**src/rtl/i2c_glitch_filter_pkg.sv**
```systemverilog
// Package: shared widths and reset constants for the I2C glitch filter.
// Assumes: a two-line bus (clock and data) and an 8-bit length field.
package i2c_glitch_filter_pkg;
    localparam int LEN_W       = 8;
    localparam int DATA_W      = 32;
    localparam int SYNC_STAGES = 2;
    localparam int NUM_LINES   = 2;
    localparam logic [LEN_W-1:0] LEN_RESET = 8'd7;
    localparam logic [LEN_W-1:0] LEN_MIN   = 8'd1;

    typedef enum int {
        LINE_SCL = 0,
        LINE_SDA = 1
    } line_idx_e;
endpackage

```
**src/rtl/i2c_gf_sync.sv**
```systemverilog
// Module: i2c_gf_sync
// Multi-stage synchronizer for one asynchronous pad input.
// Assumes: the input idles high, so every stage resets to 1.
module i2c_gf_sync #(
    parameter int STAGES = 2
) (
    input  logic clk,
    input  logic rst_n,
    input  logic din,
    output logic dout
);
    logic [STAGES-1:0] chain_q;

    // Shift the pad level through the synchronizer chain.
    always_ff @(posedge clk) begin
        if (!rst_n) begin
            chain_q <= '1;
        end else begin
            chain_q <= {chain_q[STAGES-2:0], din};
        end
    end

    assign dout = chain_q[STAGES-1];
endmodule

```
**src/rtl/i2c_gf_len_reg.sv**
```systemverilog
// Module: i2c_gf_len_reg
// Holds the filter length. Writes below the minimum are raised to it,
// and writes are dropped while the interface is enabled.
// Assumes: a single-cycle write strobe; read data is combinational.
module i2c_gf_len_reg
    import i2c_glitch_filter_pkg::*;
(
    input  logic              clk,
    input  logic              rst_n,
    input  logic              if_enable,
    input  logic              wr,
    input  logic [DATA_W-1:0] wdata,
    output logic [DATA_W-1:0] rdata,
    output logic [LEN_W-1:0]  len
);
    logic [LEN_W-1:0] len_q;
    logic [LEN_W-1:0] wr_val;
    logic             wr_ok;

    // Clamp the incoming byte to the legal minimum.
    always_comb begin
        wr_val = wdata[LEN_W-1:0];
        if (wr_val < LEN_MIN) begin
            wr_val = LEN_MIN;
        end
    end

    assign wr_ok = wr && !if_enable;

    // Store an accepted write; otherwise hold.
    always_ff @(posedge clk) begin
        if (!rst_n) begin
            len_q <= LEN_RESET;
        end else if (wr_ok) begin
            len_q <= wr_val;
        end
    end

    assign len   = len_q;
    assign rdata = {{(DATA_W-LEN_W){1'b0}}, len_q};
endmodule

```
**src/rtl/i2c_gf_line.sv**
```systemverilog
// Module: i2c_gf_line
// Pulse rejector for one synchronized line.
// Assumes: len is at least 1. The output idles high after reset.
module i2c_gf_line #(
    parameter int CNT_W = 8
) (
    input  logic             clk,
    input  logic             rst_n,
    input  logic             din,
    input  logic [CNT_W-1:0] len,
    output logic             dout
);
    logic             filt_q;
    logic [CNT_W-1:0] cnt_q;

    // Count cycles of disagreement; flip once the count exceeds the limit.
    always_ff @(posedge clk) begin
        if (!rst_n) begin
            filt_q <= 1'b1;
            cnt_q  <= '0;
        end else if (din == filt_q) begin
            cnt_q <= '0;
        end else if (cnt_q >= len) begin
            filt_q <= din;
            cnt_q  <= '0;
        end else begin
            cnt_q <= cnt_q + 1'b1;
        end
    end

    assign dout = filt_q;
endmodule

```
**src/rtl/i2c_glitch_filter.sv**
```systemverilog
// Module: i2c_glitch_filter (top)
// Synchronizes and deglitches SCL and SDA using one programmable length.
// Assumes: raw inputs are asynchronous. The length register is written
// only through cfg_wr and is locked while if_enable is 1.
module i2c_glitch_filter
    import i2c_glitch_filter_pkg::*;
(
    input  logic              clk,
    input  logic              rst_n,
    input  logic              scl_raw,
    input  logic              sda_raw,
    input  logic              if_enable,
    input  logic              cfg_wr,
    input  logic [DATA_W-1:0] cfg_wdata,
    output logic [DATA_W-1:0] cfg_rdata,
    output logic              scl_filt,
    output logic              sda_filt
);
    logic [LEN_W-1:0]     len;
    logic [NUM_LINES-1:0] line_raw;
    logic [NUM_LINES-1:0] line_sync;
    logic [NUM_LINES-1:0] line_filt;

    i2c_gf_len_reg u_len (
        .clk      (clk),
        .rst_n    (rst_n),
        .if_enable(if_enable),
        .wr       (cfg_wr),
        .wdata    (cfg_wdata),
        .rdata    (cfg_rdata),
        .len      (len)
    );

    assign line_raw[LINE_SCL] = scl_raw;
    assign line_raw[LINE_SDA] = sda_raw;

    for (genvar g = 0; g < NUM_LINES; g++) begin : g_line
        i2c_gf_sync #(.STAGES(SYNC_STAGES)) u_sync (
            .clk  (clk),
            .rst_n(rst_n),
            .din  (line_raw[g]),
            .dout (line_sync[g])
        );
        i2c_gf_line #(.CNT_W(LEN_W)) u_filt (
            .clk  (clk),
            .rst_n(rst_n),
            .din  (line_sync[g]),
            .len  (len),
            .dout (line_filt[g])
        );
    end

    assign scl_filt = line_filt[LINE_SCL];
    assign sda_filt = line_filt[LINE_SDA];
endmodule

```
**config.mk**
```make
export PLATFORM = sky130hd
export DESIGN_NAME = i2c_glitch_filter
export DESIGN_NICKNAME = d
export VERILOG_FILES = /design/src/rtl/i2c_glitch_filter_pkg.sv /design/src/rtl/i2c_gf_sync.sv /design/src/rtl/i2c_gf_len_reg.sv /design/src/rtl/i2c_gf_line.sv /design/src/rtl/i2c_glitch_filter.sv
export SDC_FILE = /design/constraint.sdc
export NUM_CORES = 1
export LEC_CHECK = 0
export ABC_AREA = 1
export BUFFER_PORTS_ARGS = -buffer_cell sky130_fd_sc_hd__buf_2
export CAP_MARGIN = 20
export CORE_MARGIN = 10
export CORE_UTILIZATION = 43
export CTS_CLUSTER_SIZE = 20
export DETAILED_ROUTE_END_ITERATION = 10
export PLACE_DENSITY = 0.73
export SLEW_MARGIN = 20
export SYNTH_ARGS = -nofsm -noshare
export SYNTH_HDL_FRONTEND = slang
export SYNTH_SLANG_ARGS = --single-unit
```
**constraint.sdc**
```tcl
create_clock -name clk -period 1.6 [get_ports clk]
set_input_delay 0.08 -clock clk [delete_from_list [all_inputs] [get_ports clk]]
set_output_delay 0.08 -clock clk [all_outputs]
set_load 0.05 [all_outputs]
```
==> impl_metrics.env <==
export IMPL_status="finished, final reports clean"
export IMPL_placedInstanceArea_um2=1826
export IMPL_syn_inst=218
export IMPL_avgSynthCellArea_um2=7.938
export IMPL_max_freq_ghz=0.6810
export IMPL_critical_path_class="reg2reg"
export IMPL_synth_area_um2=1730
export IMPL_synth_common_cells="nand2_1, dfxtp_1, nor2_1"
export IMPL_ys_flop_type="dfxtp_1"
export IMPL_firstDrtPassIters=4
export IMPL_hpwl_um=2710
export IMPL_num_vias=1315
export IMPL_cp_max_fo=8
export IMPL_cts_buffer_depth=2
export IMPL_r2r_cells=6
export IMPL_port_buffer_count=23
export IMPL_clk_latency_ns=0.28
export IMPL_yosysMostFrequentCell="nand2_1"
export IMPL_cts_buffers=5
export IMPL_tritoncts="done"
export IMPL_num_antenna_cells=0
export IMPL_synth_seq_area_share_pct=34.71
export IMPL_period_share_pct=91.78
export IMPL_startpoint="u_len.len[7]"
export IMPL_leakage_nw=0.9529
export IMPL_utilization_pct=51.66
export IMPL_cts_setup_buffers=0
export IMPL_drv_slew=0
export IMPL_pwr_density_cell_nw_per_um2=842.9
export IMPL_crit_required_ns=1.81
export IMPL_antenna_found_initial=0
export IMPL_grtUsageTotal_pct=9.968
export IMPL_place_gp_congestion=0.7693
export IMPL_syn_to_final_growth_pct=12.58
export IMPL_drt_iter0_drc=59
export IMPL_globalRouteOverflowTotal=0
export IMPL_r2r_end="g_line[1].u_filt.cnt_q[2]"
export IMPL_drc_errors=0
export IMPL_async_flop_share_pct=0
export IMPL_drive_gt1_share_pct=21.69
export IMPL_wire_per_inst_um=11.64
export IMPL_synth_top_area_share_pct=34.71
export IMPL_cts_sinks=30
export IMPL_path_buf_inv=1
export IMPL_postSynthRegisterBits=30
export IMPL_crit_chain="inv_1 -> ha_1 -> a21o_1 -> nor2_2 -> nand3_4 -> nor2_1"
export IMPL_cp_arrival_ns=1.68
export IMPL_rrSetupSlack_ns=0.13
export IMPL_initial_core_util_pct=45.89
export IMPL_fp_dieW_um=83.44
export IMPL_final_area_um2=1948
export IMPL_grt_pass1_wl_um=5796
export IMPL_yosys_warnings=0
export IMPL_worstSetupEndpoint="g_line[1].u_filt.cnt_q[2]"
export IMPL_grt_max_degree=15
export IMPL_hold_viol_final=0
export IMPL_cap_violations=0
export IMPL_routed_via_density=4.428
export IMPL_fin_nets=305
export IMPL_rows=22
export IMPL_root_buffer="clkbuf_8"
export IMPL_fp_coreArea_um2=3771
export IMPL_clk_pin_slew_worst_paths_ns=0.06
export IMPL_h_tree_depth=2
export IMPL_cp_top_family="simple AND/OR/NAND/NOR gates"
export IMPL_slowest_delay_ns=0.32
export IMPL_worst_hold_path_type="in2reg"
export IMPL_skew_ns=0.006154
export IMPL_critPathLaunchType="flop"
export IMPL_min_period_ns=1.469
export IMPL_fp_dieH_um=83.44
export IMPL_synth_edf_count=0
export IMPL_end_kind="flop"
export IMPL_peakVddDrop_mv=0.5596
export IMPL_synth_distinct_cells=23
export IMPL_ant_nets=0
export IMPL_io_pin_count=72
export IMPL_grt_pass1_vias=1306
export IMPL_synth_top_area_cell="dfxtp_1"
export IMPL_setup_violations=0
export IMPL_cp_slowest_cell="dfxtp_2"
export IMPL_wirelength_um=3456
export IMPL_min_path_cells=3
export IMPL_die_area_um2=6961
export IMPL_critical_path_cell_count=6
export IMPL_r2r_start="u_len.len[7]"
export IMPL_synthTopCellsByArea="dfxtp_1, ha_1, buf_4"
how the worst min path moves through the flow:
stage                     slack, ns                     endpoint          from
after CTS                      0.03                 u_len.len[2]  cfg_wdata[2]
after global placement         0.27  g_line[1].u_sync.chain_q[0]       sda_raw
after global routing           0.08                 u_len.len[2]  cfg_wdata[2]
final                          0.04                 u_len.len[2]  cfg_wdata[2]
after floorplan                0.19  g_line[0].u_sync.chain_q[0]       scl_raw
after detailed placement       0.27  g_line[0].u_sync.chain_q[0]       scl_raw
cell type report:
type | instances | area, um2
multi-input combinational | 161 | 963.4
tap | 48 | 60.06
timing repair buffer | 27 | 150.1
sequential | 30 | 608.1
clock buffer | 7 | 76.32
fill | 393 | 1823
inverter | 24 | 90.09
routing by layer:
metal | GRT usage, % | share of wire [%] | vias to the layer above
met5 | 0 | 0 | -
met1 | 11.25 | 45 | 570
met2 | 14.87 | 43 | 40
li1 | - | - | 701
met3 | 6.250 | 11 | 4
met4 | 3.631 | 1.2 | 0
report_power, final:
group | internal, mW | switching [mW] | leakage, nW
sequential | 0.769 | 0.0117 | 0.245
combinational | 0.0590 | 0.245 | 0.669
clock | 0.298 | 0.259 | 0.0383
total | 1.13 | 0.515 | 0.953
logic make-up after synthesis:
family	count (synthesis)	synth area share [%]
DFF	30	34.71
adders and majority gates	18	13.02
other	1	0.2167
xor gates and xnor gates	12	6.074
AOI/OAI and AO/OA	21	6.651
buffers and inverters	50	16.12
and+or+nand+nor	86	23.21
placed cells by master, fill, tap and decap left out, drive strengths merged:
master	n
xor2	5
dlygate4sd3	2
dfxtp	30
buf	25
xnor2	7
a21o	2
nand2	33
o21ai	8
nor2	33
or2	5
nor3	1
ha	18
conb	24
a21oi	9
clkbuf	7
nand3	14
inv	24
o211ai	2
metrics by stage:
stage / cells / hold slack (ns) / TNS, ns / setup slack, ns / power (mW)
2_1_floorplan: 241 / 0.1866 / 0 / 0.002803 / 1.086
3_3_place_gp: 288 / 0.2652 / 0 / 0.1497 / 1.088
3_5_place_dp: 288 / 0.2691 / 0 / 0.1294 / 1.093
4_1_cts: 297 / 0.02555 / 0 / 0.1065 / 1.662
5_1_grt: 297 / 0.08209 / -0.05472 / -0.01648 / 1.735
6_report: 297 / 0.04332 / 0 / 0.1315 / 1.642
worst min-delay path, delay by kind of cell:
| family | cells | cell delay, ns |
|---|---|---|
| buffers and inverters | 1 | 0.09 |
| AO/OA/AOI/OAI | 1 | 0.06 |
| AND/OR/NAND/NOR | 1 | 0.05 |
sequential cells by signal (all words and copies together) (netlist names):
name,count
g_line.u_filt.cnt_q,16
g_line.u_filt.dout,2
g_line.u_sync.chain_q,4
u_len.len,8
timing repair:
action | in CTS | in global routing
gates resized for setup | 0 | 5
hold buffers | 2 | 0
endpoints found under the hold margin | 2 | 0
setup endpoints to repair | 0 | 16
Power figures use the tool's default switching activity.
